===== src/rtl/shd_pkg.sv =====
package shd_pkg;
  localparam int unsigned REG_W    = 16;
  localparam int unsigned FLAG_BIT = 12;
  localparam int unsigned HIZ_BIT  = 9;
  localparam int unsigned IRQ_BIT  = 8;

  typedef enum logic [1:0] {
    MODE_EDGE  = 2'b00,
    MODE_DIV_A = 2'b01,
    MODE_DIV_B = 2'b10,
    MODE_DIV_C = 2'b11
  } det_mode_e;
endpackage


===== src/rtl/shd_strobe_gen.sv =====
module shd_strobe_gen #(
  parameter int unsigned DIV_A = 8,
  parameter int unsigned DIV_B = 16,
  parameter int unsigned DIV_C = 128
) (
  input  logic       clk_i,
  input  logic       rst_ni,
  output logic [2:0] stb_o
);
  localparam int unsigned DIV_AB  = (DIV_A > DIV_B) ? DIV_A : DIV_B;
  localparam int unsigned DIV_MAX = (DIV_AB > DIV_C) ? DIV_AB : DIV_C;
  localparam int unsigned CW      = $clog2(DIV_MAX);

  function automatic int unsigned div_of(int k);
    case (k)
      0:       return DIV_A;
      1:       return DIV_B;
      default: return DIV_C;
    endcase
  endfunction

  for (genvar k = 0; k < 3; k++) begin : g_div
    localparam int unsigned D = div_of(k);
    logic [CW-1:0] cnt_q;

    always_ff @(posedge clk_i or negedge rst_ni) begin
      if (!rst_ni)                   cnt_q <= '0;
      else if (cnt_q == CW'(D - 1))  cnt_q <= '0;
      else                           cnt_q <= cnt_q + 1'b1;
    end

    assign stb_o[k] = (cnt_q == CW'(D - 1));
  end
endmodule


===== src/rtl/shd_pin_detect.sv =====
module shd_pin_detect
  import shd_pkg::*;
#(
  parameter int unsigned SYNC_STAGES = 2,
  parameter int unsigned LOW_RUN     = 16
) (
  input  logic      clk_i,
  input  logic      rst_ni,
  input  logic      pin_ni,
  input  det_mode_e mode_i,
  input  logic [2:0] stb_i,
  output logic      set_ev_o,
  output logic      hi_seen_o
);
  localparam int unsigned RW = $clog2(LOW_RUN);

  logic [SYNC_STAGES-1:0] sync_q;
  logic                   prev_q;
  logic                   pin_s;
  logic                   fall;
  logic                   stb_sel;
  logic                   lvl_hit;
  logic [RW-1:0]          run_q;
  logic                   hi_seen_q;

  // idle level is high, so reset to 1 to avoid a false edge
  always_ff @(posedge clk_i or negedge rst_ni) begin
    if (!rst_ni) begin
      sync_q <= '1;
      prev_q <= 1'b1;
    end else begin
      sync_q <= {sync_q[SYNC_STAGES-2:0], pin_ni};
      prev_q <= sync_q[SYNC_STAGES-1];
    end
  end

  assign pin_s = sync_q[SYNC_STAGES-1];
  assign fall  = prev_q & ~pin_s;

  always_comb begin
    case (mode_i)
      MODE_DIV_A: stb_sel = stb_i[0];
      MODE_DIV_B: stb_sel = stb_i[1];
      MODE_DIV_C: stb_sel = stb_i[2];
      default:    stb_sel = 1'b0;
    endcase
  end

  assign lvl_hit = stb_sel & ~pin_s & (run_q == RW'(LOW_RUN - 1));

  always_ff @(posedge clk_i or negedge rst_ni) begin
    if (!rst_ni)                            run_q <= '0;
    else if (mode_i == MODE_EDGE)           run_q <= '0;
    else if (stb_sel) begin
      if (pin_s)                            run_q <= '0;
      else if (run_q != RW'(LOW_RUN - 1))   run_q <= run_q + 1'b1;
    end
  end

  assign set_ev_o = (mode_i == MODE_EDGE) ? fall : lvl_hit;

  always_ff @(posedge clk_i or negedge rst_ni) begin
    if (!rst_ni)                                          hi_seen_q <= 1'b0;
    else if (set_ev_o)                                    hi_seen_q <= 1'b0;
    else if (mode_i != MODE_EDGE && stb_sel && pin_s)     hi_seen_q <= 1'b1;
  end

  assign hi_seen_o = hi_seen_q;

  AST_LVL_ON_STROBE: assert property (@(posedge clk_i) disable iff (!rst_ni)
    (mode_i != MODE_EDGE && set_ev_o) |-> stb_sel);
endmodule


===== src/rtl/shd_ctrl_reg.sv =====
module shd_ctrl_reg
  import shd_pkg::*;
(
  input  logic             clk_i,
  input  logic             rst_ni,
  input  logic             bus_req_i,
  input  logic             bus_we_i,
  input  logic [REG_W-1:0] bus_wdata_i,
  input  logic             set_ev_i,
  input  logic             hi_seen_i,
  output logic [REG_W-1:0] bus_rdata_o,
  output det_mode_e        mode_o,
  output logic             hiz_o,
  output logic             irq_o
);
  logic      flag_q;
  logic      hiz_en_q;
  logic      irq_en_q;
  logic      armed_q;
  det_mode_e mode_q;
  logic      rd_fire;
  logic      wr_fire;
  logic      clr_ok;
  logic      unused_wdata;

  assign rd_fire = bus_req_i & ~bus_we_i;
  assign wr_fire = bus_req_i & bus_we_i;
  assign clr_ok  = wr_fire & ~bus_wdata_i[FLAG_BIT] & armed_q &
                   ((mode_q == MODE_EDGE) | hi_seen_i);

  // arm on a read that returns the flag as 1; any write disarms
  always_ff @(posedge clk_i or negedge rst_ni) begin
    if (!rst_ni)                 armed_q <= 1'b0;
    else if (wr_fire)            armed_q <= 1'b0;
    else if (rd_fire && flag_q)  armed_q <= 1'b1;
  end

  // set wins over clear
  always_ff @(posedge clk_i or negedge rst_ni) begin
    if (!rst_ni)       flag_q <= 1'b0;
    else if (set_ev_i) flag_q <= 1'b1;
    else if (clr_ok)   flag_q <= 1'b0;
  end

  always_ff @(posedge clk_i or negedge rst_ni) begin
    if (!rst_ni) begin
      hiz_en_q <= 1'b0;
      irq_en_q <= 1'b0;
      mode_q   <= MODE_EDGE;
    end else if (wr_fire) begin
      hiz_en_q <= bus_wdata_i[HIZ_BIT];
      irq_en_q <= bus_wdata_i[IRQ_BIT];
      mode_q   <= det_mode_e'(bus_wdata_i[1:0]);
    end
  end

  always_comb begin
    bus_rdata_o           = '0;
    bus_rdata_o[FLAG_BIT] = flag_q;
    bus_rdata_o[HIZ_BIT]  = hiz_en_q;
    bus_rdata_o[IRQ_BIT]  = irq_en_q;
    bus_rdata_o[1:0]      = mode_q;
  end

  assign unused_wdata = ^{bus_wdata_i[15:13], bus_wdata_i[11:10], bus_wdata_i[7:2]};

  assign mode_o = mode_q;
  assign hiz_o  = flag_q & hiz_en_q;
  assign irq_o  = flag_q & irq_en_q;

  AST_FLAG_FROM_PIN: assert property (@(posedge clk_i) disable iff (!rst_ni)
    $rose(flag_q) |-> $past(set_ev_i));
  AST_CLR_ARMED: assert property (@(posedge clk_i) disable iff (!rst_ni)
    $fell(flag_q) |-> $past(armed_q && wr_fire && !bus_wdata_i[FLAG_BIT]));
  AST_LVL_CLR_HIGH: assert property (@(posedge clk_i) disable iff (!rst_ni)
    ($fell(flag_q) && $past(mode_q != MODE_EDGE)) |-> $past(hi_seen_i));
  AST_SET_WINS: assert property (@(posedge clk_i) disable iff (!rst_ni)
    set_ev_i |=> flag_q);
endmodule


===== src/rtl/shd_detector.sv =====
module shd_detector
  import shd_pkg::*;
#(
  parameter int unsigned DIV_A       = 8,
  parameter int unsigned DIV_B       = 16,
  parameter int unsigned DIV_C       = 128,
  parameter int unsigned LOW_RUN     = 16,
  parameter int unsigned SYNC_STAGES = 2
) (
  input  logic        clk_i,
  input  logic        rst_ni,
  input  logic        pin_ni,
  input  logic        bus_req_i,
  input  logic        bus_we_i,
  input  logic [15:0] bus_wdata_i,
  output logic [15:0] bus_rdata_o,
  output logic        hiz_o,
  output logic        irq_o
);
  logic [2:0] stb;
  logic       set_ev;
  logic       hi_seen;
  det_mode_e  mode;

  shd_strobe_gen #(
    .DIV_A(DIV_A),
    .DIV_B(DIV_B),
    .DIV_C(DIV_C)
  ) i_strobe (
    .clk_i (clk_i),
    .rst_ni(rst_ni),
    .stb_o (stb)
  );

  shd_pin_detect #(
    .SYNC_STAGES(SYNC_STAGES),
    .LOW_RUN    (LOW_RUN)
  ) i_detect (
    .clk_i    (clk_i),
    .rst_ni   (rst_ni),
    .pin_ni   (pin_ni),
    .mode_i   (mode),
    .stb_i    (stb),
    .set_ev_o (set_ev),
    .hi_seen_o(hi_seen)
  );

  shd_ctrl_reg i_reg (
    .clk_i      (clk_i),
    .rst_ni     (rst_ni),
    .bus_req_i  (bus_req_i),
    .bus_we_i   (bus_we_i),
    .bus_wdata_i(bus_wdata_i),
    .set_ev_i   (set_ev),
    .hi_seen_i  (hi_seen),
    .bus_rdata_o(bus_rdata_o),
    .mode_o     (mode),
    .hiz_o      (hiz_o),
    .irq_o      (irq_o)
  );

  AST_OUT_NEED_FLAG: assert property (@(posedge clk_i) disable iff (!rst_ni)
    (hiz_o || irq_o) |-> bus_rdata_o[FLAG_BIT]);
endmodule


===== config.mk =====
export PLATFORM = sky130hd
export DESIGN_NAME = shd_detector
export DESIGN_NICKNAME = d
export VERILOG_FILES = /design/src/rtl/shd_pkg.sv /design/src/rtl/shd_strobe_gen.sv /design/src/rtl/shd_pin_detect.sv /design/src/rtl/shd_ctrl_reg.sv /design/src/rtl/shd_detector.sv
export SDC_FILE = /design/constraint.sdc
export NUM_CORES = 1
export LEC_CHECK = 0
export BUFFER_PORTS_ARGS = -buffer_cell sky130_fd_sc_hd__buf_2
export CORE_MARGIN = 4
export CORE_UTILIZATION = 48
export CTS_CLUSTER_SIZE = 14
export DETAILED_ROUTE_END_ITERATION = 8
export PLACE_DENSITY = 0.75
export SLEW_MARGIN = 20
export SYNTH_ARGS = -nofsm -noshare
export SYNTH_HDL_FRONTEND = slang
export SYNTH_SLANG_ARGS = --single-unit

===== constraint.sdc =====
create_clock -name clk_i -period 1.71 [get_ports clk_i]
set_input_delay 0.0855 -clock clk_i [delete_from_list [all_inputs] [get_ports clk_i]]
set_output_delay 0.0855 -clock clk_i [all_outputs]
set_load 0.01 [all_outputs]

; Word-level counts from Yosys, hierarchy flattened
; Cells that the tools add are included.
[totals]
ff_bits = 35
in_bits = 21
out_inout_bits = 18
[classes]
add_sub_neg = 4
eq_ne = 8
muxes = 15
bitwise_logic = 14
n_reduce_logical = 11
[op_table]
columns = cell, n
row1 = $add 7x1->7 const B, 3
row2 = $mux 7, 3
row3 = $mux 4, 4
row4 = $and 1x1->1, 10
row5 = $reduce_bool 2->1, 5
row6 = $eq 7x3->1 const B, 1
row7 = $eq 7x4->1 const B, 1
row8 = $eq 7x7->1 const B, 1
row9 = $mux 1, 7
row10 = $add 4x1->4 const B, 1
row11 = $eq 2x2->1 const B, 2
row12 = $eq 4x4->1 const B, 1
row13 = $ne 4x4->1 const B, 1
row14 = $logic_and 1x1->1, 3
row15 = $not 1->1, 3
row16 = $pmux 1 s3, 1
row17 = $reduce_bool 3->1, 1
row18 = $eq 2x1->1 const B, 1
row19 = $logic_not 2->1, 1
row20 = $reduce_and 2->1, 1
row21 = $or 1x1->1, 1

; Depth between registers and ports, before layout
; Gate-level depths: netlist of the first run.
[depth]
depth_word = 6
ltp_mapped = 6
ltp_nobuf = 6

; Hierarchy
; A second synthesis of the first run with hierarchy kept.
[unflattened]
cells_unflattened = 146
area_unflattened_um2 = 1669.1
[by_module_without_submodules]
columns = module, n_inst, cells_each, area_each_um2, seq_area_each_um2
row1 = shd_strobe_gen, 1, 72, 864.6, 525.5
row2 = shd_pin_detect, 1, 38, 427.9, 203.9
row3 = shd_ctrl_reg, 1, 36, 376.6, 150.1

; Worst setup path after synthesis of the first run
; No wires, ideal clock.
[synth_timing]
kind = flip-flop to flip-flop
startpoint = register i_strobe.g_div[1].cnt_q[0]
endpoint = register i_detect.run_q[0]
setup_ns = 0.125
arrival_time_ns = 1.561
t_required_ns = 1.585
setup_slack_ns = 0.024
stages_incl_launch_ff = 7
cell_sequence = dfrtp_1 -> ha_1 -> nand3_4 -> nor4b_4 -> a221oi_2 -> nor3_2 -> mux2_2
[synth_via]
elab_chain_cells = 4
[synth_rtl]
columns = item, line
row1 = "start, declared", shd_strobe_gen.sv:24  ; logic [CW-1:0] cnt_q;
row2 = "start signal, assigned", shd_strobe_gen.sv:29  ; else cnt_q <= cnt_q + 1'b1;
row3 = $eq 7x4->1, shd_strobe_gen.sv:32  ; assign stb_o[k] = (cnt_q == CW'(D - 1));
row4 = $pmux 1 s3, shd_pin_detect.sv:41  ; case (mode_i)
row5 = $reduce_bool 2->1 (no source line), n/a
row6 = $reduce_and 2->1 (no source line), n/a
row7 = "end signal, assigned", shd_pin_detect.sv:56  ; else if (run_q != RW'(LOW_RUN - 1)) run_q <= run_q + 1'b1;
row8 = "end, declared", shd_pin_detect.sv:23  ; logic [RW-1:0] run_q;
; Every way passes these cells.
; A chain may end at the register's enable or synchronous reset.

; Worst setup path after layout of the first run
[layout_timing]
startpoint = register i_strobe.g_div[1].cnt_q[1]
endpoint = register i_detect.hi_seen_q, in the netlist i_detect.hi_seen_o
[layout_via]
elab_chain_cells = 6
[layout_rtl]
columns = item, line
row1 = $eq 7x4->1 *, shd_strobe_gen.sv:32
row2 = $pmux 1 s3 *, shd_pin_detect.sv:41
row3 = $and 1x1->1 (2 in a row), shd_pin_detect.sv:49  ; assign lvl_hit = stb_sel & ~pin_s & (run_q == RW'(LOW_RUN - 1));
row4 = $mux 1, shd_pin_detect.sv:60  ; assign set_ev_o = (mode_i == MODE_EDGE) ? fall : lvl_hit;
row5 = $mux 1 or $reduce_bool 2->1 (tied branches), n/a
row6 = "end signal, assigned", shd_pin_detect.sv:63  ; if (!rst_ni) hi_seen_q <= 1'b0;
row7 = "end signal, assigned", shd_pin_detect.sv:64  ; else if (set_ev_o) hi_seen_q <= 1'b0;
row8 = "end signal, assigned", shd_pin_detect.sv:65  ; else if (mode_i != MODE_EDGE && stb_sel && pin_s) hi_seen_q <= 1'b1;
row9 = "end, declared", shd_pin_detect.sv:24  ; logic hi_seen_q;
; Mark *: on every way between the ends. The rest lies on a longest branch, timed or not.

==> results summary, run 1 <==
The flow ran to the end, and the final reports show no timing, DRC or antenna violations. The number of antenna violations at the first check in global routing came to 0. The worst slew margin relative to its limit is 0.485.

At the placement stage, the worst setup path has a slack of -82.8 ps. The first-iteration detailed-routing DRC count is 43. For this design, the slowest cell found on the critical path is sky130_fd_sc_hd__dfrtp_1. In this run the cell area of the synthesized design comes to approximately 1700 um^2.

After detailed routing, the total wire length is roughly 3.1 mm. For hold timing, the worst endpoint is i_reg.flag_q. The wire length of the first global-routing pass is between 5 and 6 mm. The worst hold path begins at bus_req_i.

The worst-case register-to-register setup slack came out at 20 ps. The top cell family by delay on the critical path is flip-flops. The post-synthesis instance total is around 140. Walking the worst path, the cells encountered are ha_4 > nand3_4 > nor4b_4 > a221oi_4 > buf_4 > mux2i_1 > nor2_1.

The final critical-path required period came out at 1690 ps. In the final design database the tool counted 212 nets. The average cell area after synthesis came out at 11.9 um^2. The cell depth of the worst hold path is 4. The part of the cycle the worst path needs came out at 0.986. The total count of max-transition violations in the final report is 0. The count of TritonRoute iterations in the first routing pass is 4. The reg-to-reg critical path endpoint is i_detect.hi_seen_o. The remaining global-route overflow is 0. The level count of the clock H-tree is 2. The fraction of final layout cells sized beyond drive strength 1 is 0.335. The final-report setup violation count came out at 0.

The area of the die is ~4500 um^2. The count of endpoints failing hold in the final timing report came out at 0. The post-detailed-placement half-perimeter wirelength is 2.08 mm. The post-route antenna net violation count is 0.

At the later pin of the worst-skew pair, clock insertion delay measures 350 ps. The worst setup path is launched from a flop. The met1 capacity usage during global routing is 0.173. Across the VDD grid, the largest voltage drop is 0.513 mV. The synthesized design spends more area on one cell type than any other, namely sky130_fd_sc_hd__dfrtp_1. The number of clock sinks is 35. The post-route DRC violation count came out at 0. The power per unit of standard cell area is 801 nW/um^2.

The count of buffer and inverter cells on the critical path came out at 1. The worst register-to-register path begins at i_strobe.g_div[1].cnt_q[1]. The CTS buffer count came out at 5. The total power of the final layout is 1.69 mW. The core area is 3360 um^2. The setup slack after layout is 23.1 ps. The worst setup skew after layout is 6.53 ps.

The portion of the post-synthesis area used by sequential elements is 0.519. The row count came out at 21. The number of global-route vias before repair came out at 1137. The count of max-cap constraint violations came out at 0. TritonCTS built the clock tree. The count of boundary I/O pins is 39.

The maximum number of pins on one net before global-route repair came out at 36. The count of state elements after synthesis is 35. The congestion estimate from routability-driven global placement came to ~0.73. Ranked by total cell area, the synthesized netlist is headed by sky130_fd_sc_hd__dfrtp_1 47%, sky130_fd_sc_hd__buf_4 6.2%, sky130_fd_sc_hd__dfstp_2 4.6%.

In the final routed layout, each cell accounts on average for 13.4 um. The tree is rooted in a sky130_fd_sc_hd__clkbuf_4. The final sum of negative setup slack came out at 0 ps. Dividing the detail-routed via count by the number of cells gives 4.82. The repair_antennas step left the layout with diodes totalling 0. The number of vias in the routed layout came out at 1127. The count of buffers added on input and output ports is 16. Setup repair after global routing could not meet its margin everywhere.

The global-route track usage on met3 came out at 0.0566. In the global route stage, overall resource usage came out at 0.160. Relative to the synthesized area, the layout overhead comes to 24.8%. The category of the critical setup timing path is reg2reg. In this run the static leakage power is 1.00 nW. The initial utilization of the core area, before any placement, comes to 0.504. met2 is the most crowded layer. The worst-case clock buffer depth is 2.

Yosys mapped the design onto 42 distinct sky130hd cell types. STA classifies the critical path endpoint as a flop. Measured in cells, the most critical reg-to-reg path has a length of 7. The path class of the tightest hold or removal check is in2reg.

For the worst setup path, the data required time is 1960 ps. The critical-path maximum fanout came out at 4. The data arrival time of the critical path is 1940 ps. The clock-pin slew on the worst setup and hold paths is 110 ps. Timing would allow up to 593 MHz. The largest stage delay on the critical path is roughly 430 ps.

The pin slew with the least headroom to its limit came out at 773 ps. For this run, global-route usage on met2 was measured as 0.283. The count of synthesis-stage warnings from yosys is 0. The height of the die came out at 67.4 um. The width of the chip came out at between 60 and 70 um. The top-area cell type share of the netlist area came out at 0.472.
area by class of cell:
cell class	instances	area, um^2
sequential	35	880
fill	279	1250
clock buffer	5	37.5
timing repair buffer	42	298
tap	46	57.6
clock inverter	3	43.8
multi-input combinational	100	781
inverter	3	18.8
logic make-up after synthesis:
| group | Yosys count | share of synthesized area |
|---|---|---|
| AND/OR/NAND/NOR | 49 | 0.190 |
| flip-flops | 35 | 0.519 |
| buffers and inverters | 17 | 0.0731 |
| AO/OA/AOI/OAI | 16 | 0.0745 |
| XOR/XNOR | 14 | 0.0723 |
| multiplexers | 6 | 0.0391 |
| adder cells (fa/ha/maj) | 4 | 0.0295 |
| other | 1 | 0.00221 |
power breakdown:
group | switching, mW | leakage, nW | internal, mW
Clock | 0.292 | 0.0452 | 0.307
Combinational | 0.0983 | 0.519 | 0.0905
Sequential | 0.0415 | 0.439 | 0.865
state kept, by name, indices dropped and copies added (netlist names), 2 cells and up:
name,count
i_detect.run_q,4
i_detect.sync_q,2
i_reg.mode_o,2
i_strobe.g_div.cnt_q,21
cell usage after synthesis, drive strengths merged:
master / count
buf: 14
inv: 3
dfrtp: 32
a221oi: 1
mux2i: 1
conb: 1
nand3: 11
nand2: 7
nand4bb: 1
mux2: 5
and2: 2
a21oi: 3
ha: 4
nor2: 12
o221ai: 1
xnor2: 7
a22o: 2
and3: 2
a2111oi: 1
a21boi: 1
nor4: 2
o21a: 1
o21ai: 3
and4: 1
o41ai: 1
xor2: 7
nor3: 4
nor2b: 2
dfstp: 3
a21o: 2
and2b: 1
or2b: 2
nor4b: 1
or2: 1
worst max path at each step:
stage / end / cells past startpoint / from
6_report: i_detect.hi_seen_o / 7 / i_strobe.g_div[1].cnt_q[1]
4_1_cts: i_detect.run_q[2] / 6 / i_strobe.g_div[2].cnt_q[1]
3_5_place_dp: i_detect.hi_seen_o / 7 / i_strobe.g_div[1].cnt_q[0]
2_1_floorplan: i_detect.run_q[0] / 6 / i_strobe.g_div[1].cnt_q[0]
3_3_place_gp: i_detect.hi_seen_o / 7 / i_strobe.g_div[1].cnt_q[0]
5_1_grt: i_detect.hi_seen_o / 7 / i_strobe.g_div[1].cnt_q[0]
worst reg2reg max path: cells and delay by family (launching register included):
kind                     cells  cell delay, ps
adder cells (fa/ha/maj)      1             190
flip-flops                   1             430
multiplexers                 1             170
buffers and inverters        1             180
AO/OA/AOI/OAI                1             420
AND/OR/NAND/NOR              3             200
routing by layer:
| metal | vias up | wire length (um) | part of all wire |
|---|---|---|---|
| li1 | 557 | - | - |
| met1 | 547 | 1210 | 0.39 |
| met2 | 18 | 1750 | 0.56 |
| met3 | 5 | 126 | 0.040 |
| met4 | 0 | 46 | 0.015 |
| met5 | - | 0 | 0 |
cell usage in the layout, fill, tap and decap left out, drive strengths merged, types with 4 or more instances in the layout:
| cell | netlist | routed |
|---|---|---|
| xor2 | 7 | 7 |
| clkbuf | 0 | 5 |
| xnor2 | 7 | 7 |
| dlygate4sd3 | 0 | 9 |
| ha | 4 | 4 |
| conb | 1 | 11 |
| dfrtp | 32 | 32 |
| nand2 | 7 | 7 |
| buf | 14 | 33 |
| nand3 | 11 | 11 |
| nor3 | 4 | 4 |
| mux2 | 5 | 5 |
| nor2 | 12 | 12 |
what timing repair did:
item,4_1_cts,5_1_grt
setup endpoints to repair,3,5
setup buffers,4,3
resized for setup,6,3
endpoints found under the hold margin,39,0
pin swaps,3,4
hold buffers,9,0
cloned,0,0
stage by stage:
stage	utilization	instance area [um^2]	hold WS (ps)	instances
after floorplan	-	1730	-210	152
after global placement	0.547	1840	181	210
after detailed placement	0.547	1840	192	210
after CTS	0.613	2060	188	231
after global routing	0.629	2120	225	234
final	0.629	2120	199	234
Power figures use the tool's default switching activity.
==> run 2, diff against run 1 <==
clock period = 1.4 ns   (was 1.71 ns; I/O delays follow)
==> results summary, run 2 (synthesis gave the netlist of run 1 again) <==
The CTS tree is yes (unchanged). The number of filler cells placed in the layout is 252 (was 279). The static leakage came out at 1.13 nW (was 1.00 nW). The count of endpoints failing hold in the final timing report is 0 (unchanged).

The clock-pin slew on the worst setup and hold paths is 110 ps (about the same). The fraction of final layout cells sized beyond drive strength 1 came out at 0.423 (was 0.335). The count of TritonRoute iterations in the first routing pass was 4 (unchanged). The worst hold margin is 227 ps (was 199 ps). The total count of max-transition violations in the final report is 0 (unchanged). The type of the tightest min-delay check is in2reg (unchanged). The number of buffers added on ports came out at 16 (unchanged). The post-route antenna net violation count is 0 (unchanged). The area of the die came out at 4550 um^2 (unchanged). The number of vias in the routed layout is 1256 (was 1127).

The kind of end point of the critical path was a flop (unchanged). The worst setup skew after layout came out at 7.70 ps (was 6.53 ps). The number of global-route vias before repair is 1326 (was 1137).

The width of the chip came out at 67.4 um (unchanged). The area added between synthesis and finish came out at 39.1% (was 24.8%). The core area was 3360 um^2 (unchanged).

The power per unit of standard cell area is 851 nW/um^2 (was 801 nW/um^2). The worst-case clock buffer depth was 2 (unchanged). The leading cell type in the layout, fill and taps excluded is sky130_fd_sc_hd__buf_4 (was sky130_fd_sc_hd__dfrtp_1). The wire length of the first global-routing pass is 5.64 mm (was 5.18 mm).

The critical-path maximum fanout was 4 (unchanged). The total power of the final layout came out at 2.01 mW (was 1.69 mW). The library cell used as clock root buffer is sky130_fd_sc_hd__clkbuf_4 (unchanged). The CTS buffer count came out at 5 (unchanged).

The average routed wire per standard cell came to 13.1 um (was 13.4 um). The final critical-path required period is 1640 ps (was 1690 ps). The vias per cell came out at 4.85 (was 4.82). The effective utilization at floorplan came out at 0.504 (unchanged). Unrepaired setup endpoints after global routing: true (unchanged). The setup slack after layout is -244 ps (was 23.1 ps). The maximum number of pins on one net before global-route repair is 36 (unchanged).

The flip-flop count of the largest register, all copies and words added came out at 21 (unchanged). The post-detailed-placement half-perimeter wirelength was 2.31 mm (was 2.08 mm). The post-route DRC violation count is 0 (unchanged). Most frequent cells in the layout: 40 x sky130_fd_sc_hd__buf_4, 32 x sky130_fd_sc_hd__dfrtp_1, 16 x sky130_fd_sc_hd__buf_2 (was 32 x sky130_fd_sc_hd__dfrtp_1, 17 x sky130_fd_sc_hd__buf_4, 16 x sky130_fd_sc_hd__buf_2). The height of the die came out at 67.4 um (unchanged). The checks that failed: negative setup slack. The first-iteration detailed-routing DRC count came out at 48 (was 43). The number of clock sinks is 35 (unchanged). The placer congestion estimate is 0.801 (was 0.731). The count of max-cap constraint violations is 0 (unchanged). The row count was 21 (unchanged). Outcome: finished with violations (was complete, no violations).

The data arrival time of the critical path came out at 1880 ps (was 1940 ps). The all-layer global routing usage came out at 0.169 (was 0.160). The peak ir drop on the vdd network came out at 0.810 mV (was 0.513 mV). The level count of the clock H-tree is 2 (unchanged). The remaining global-route overflow is 0 (unchanged).

The category of the critical setup timing path is reg2reg (unchanged). The kind of start point of the critical path is a flop (unchanged). The final-stage net count came out at 237 (was 212). The timing-limited maximum frequency is 608 MHz (was 593 MHz). The post-placement worst setup slack is -300 ps (was -82.8 ps). The antenna diode count came out at 0 (unchanged).

The final-report setup violation count is 7 (was 0). The final sum of negative setup slack is -1220 ps (was 0 ps). The required arrival time at the worst endpoint is 1640 ps (was 1960 ps). The clock latency reported for the late side of the worst-skew pair is 340 ps (was 350 ps).

The part of the cycle the worst path needs is 1.17 (was 0.986). The register with the most flip-flops is i_strobe.g_div.cnt_q (unchanged). The number of antenna violations at the first check in global routing is 0 (unchanged). The final wirelength is 3.39 mm (was 3.13 mm). Largest registers: i_strobe.g_div.cnt_q (21), i_detect.run_q (4) (unchanged). The count of boundary I/O pins is 39 (unchanged).
==> run 2: timing repair <==
item                                    4_1_cts  5_1_grt
pin swaps                                     5        5
hold endpoints to repair                     39        0
hold buffers                                  9        0
resized for setup                             2        8
buffers inserted                              4        5
endpoints found under the setup margin        9        7
==> run 2: final timing paths <==
path | endpoint | slack [ps] | depth (start not counted) | from
max in group asynchronous | i_detect.sync_q[0] | 780 | 3 | rst_ni
max | i_detect.run_q[0] | -240 | 6 | i_strobe.g_div[2].cnt_q[1]
max reg2reg | i_detect.run_q[0] | -240 | 6 | i_strobe.g_div[2].cnt_q[1]
min in group asynchronous | i_detect.run_q[2] | 270 | 3 | rst_ni
min reg2reg | i_detect.sync_q[1] | 360 | 0 | i_detect.sync_q[0]
min | i_reg.irq_en_q | 230 | 3 | bus_req_i
==> run 2: layout make-up <==
type	count	area, um^2	area share
clock buffers	8	68.8	0.0292
inverters	3	18.8	0.00796
multi-input cells	100	841	0.356
flip-flops and latches	35	880	0.373
well taps	46	57.6	0.0244
repair buffers	67	493	0.209
==> run 2: critical path, cell delays in order (launching register included) <==
cell	delay (ps)
sky130_fd_sc_hd__dfrtp_1	430
sky130_fd_sc_hd__ha_4	170
sky130_fd_sc_hd__nand3_4	80
sky130_fd_sc_hd__nor4_4	340
sky130_fd_sc_hd__o21ai_1	100
sky130_fd_sc_hd__o21a_1	160
sky130_fd_sc_hd__mux2_4	260
==> run 2: stage by stage <==
stage                      util  cells  instance area [um^2]
final                     0.701    259                  2360
after floorplan               -    152                  1800
after detailed placement  0.620    233                  2080
after global placement    0.620    233                  2080
after CTS                 0.681    254                  2290
after global routing      0.701    259                  2360
==> run 2: report_power, final <==
part,switching [mW],internal [mW]
registers,0.0359,1.06
logic,0.143,0.140
clock network,0.336,0.296
total,0.515,1.49
==> run 2: routing by layer <==
layer | routed length (um) | GRT usage | share of wire | up-vias
met5 | 0 | 0 | 0 | -
met4 | 62 | 0.0734 | 0.018 | 0
met3 | 188 | 0.0632 | 0.055 | 9
met2 | 1770 | 0.280 | 0.52 | 32
met1 | 1370 | 0.197 | 0.40 | 609
li1 | - | - | - | 606
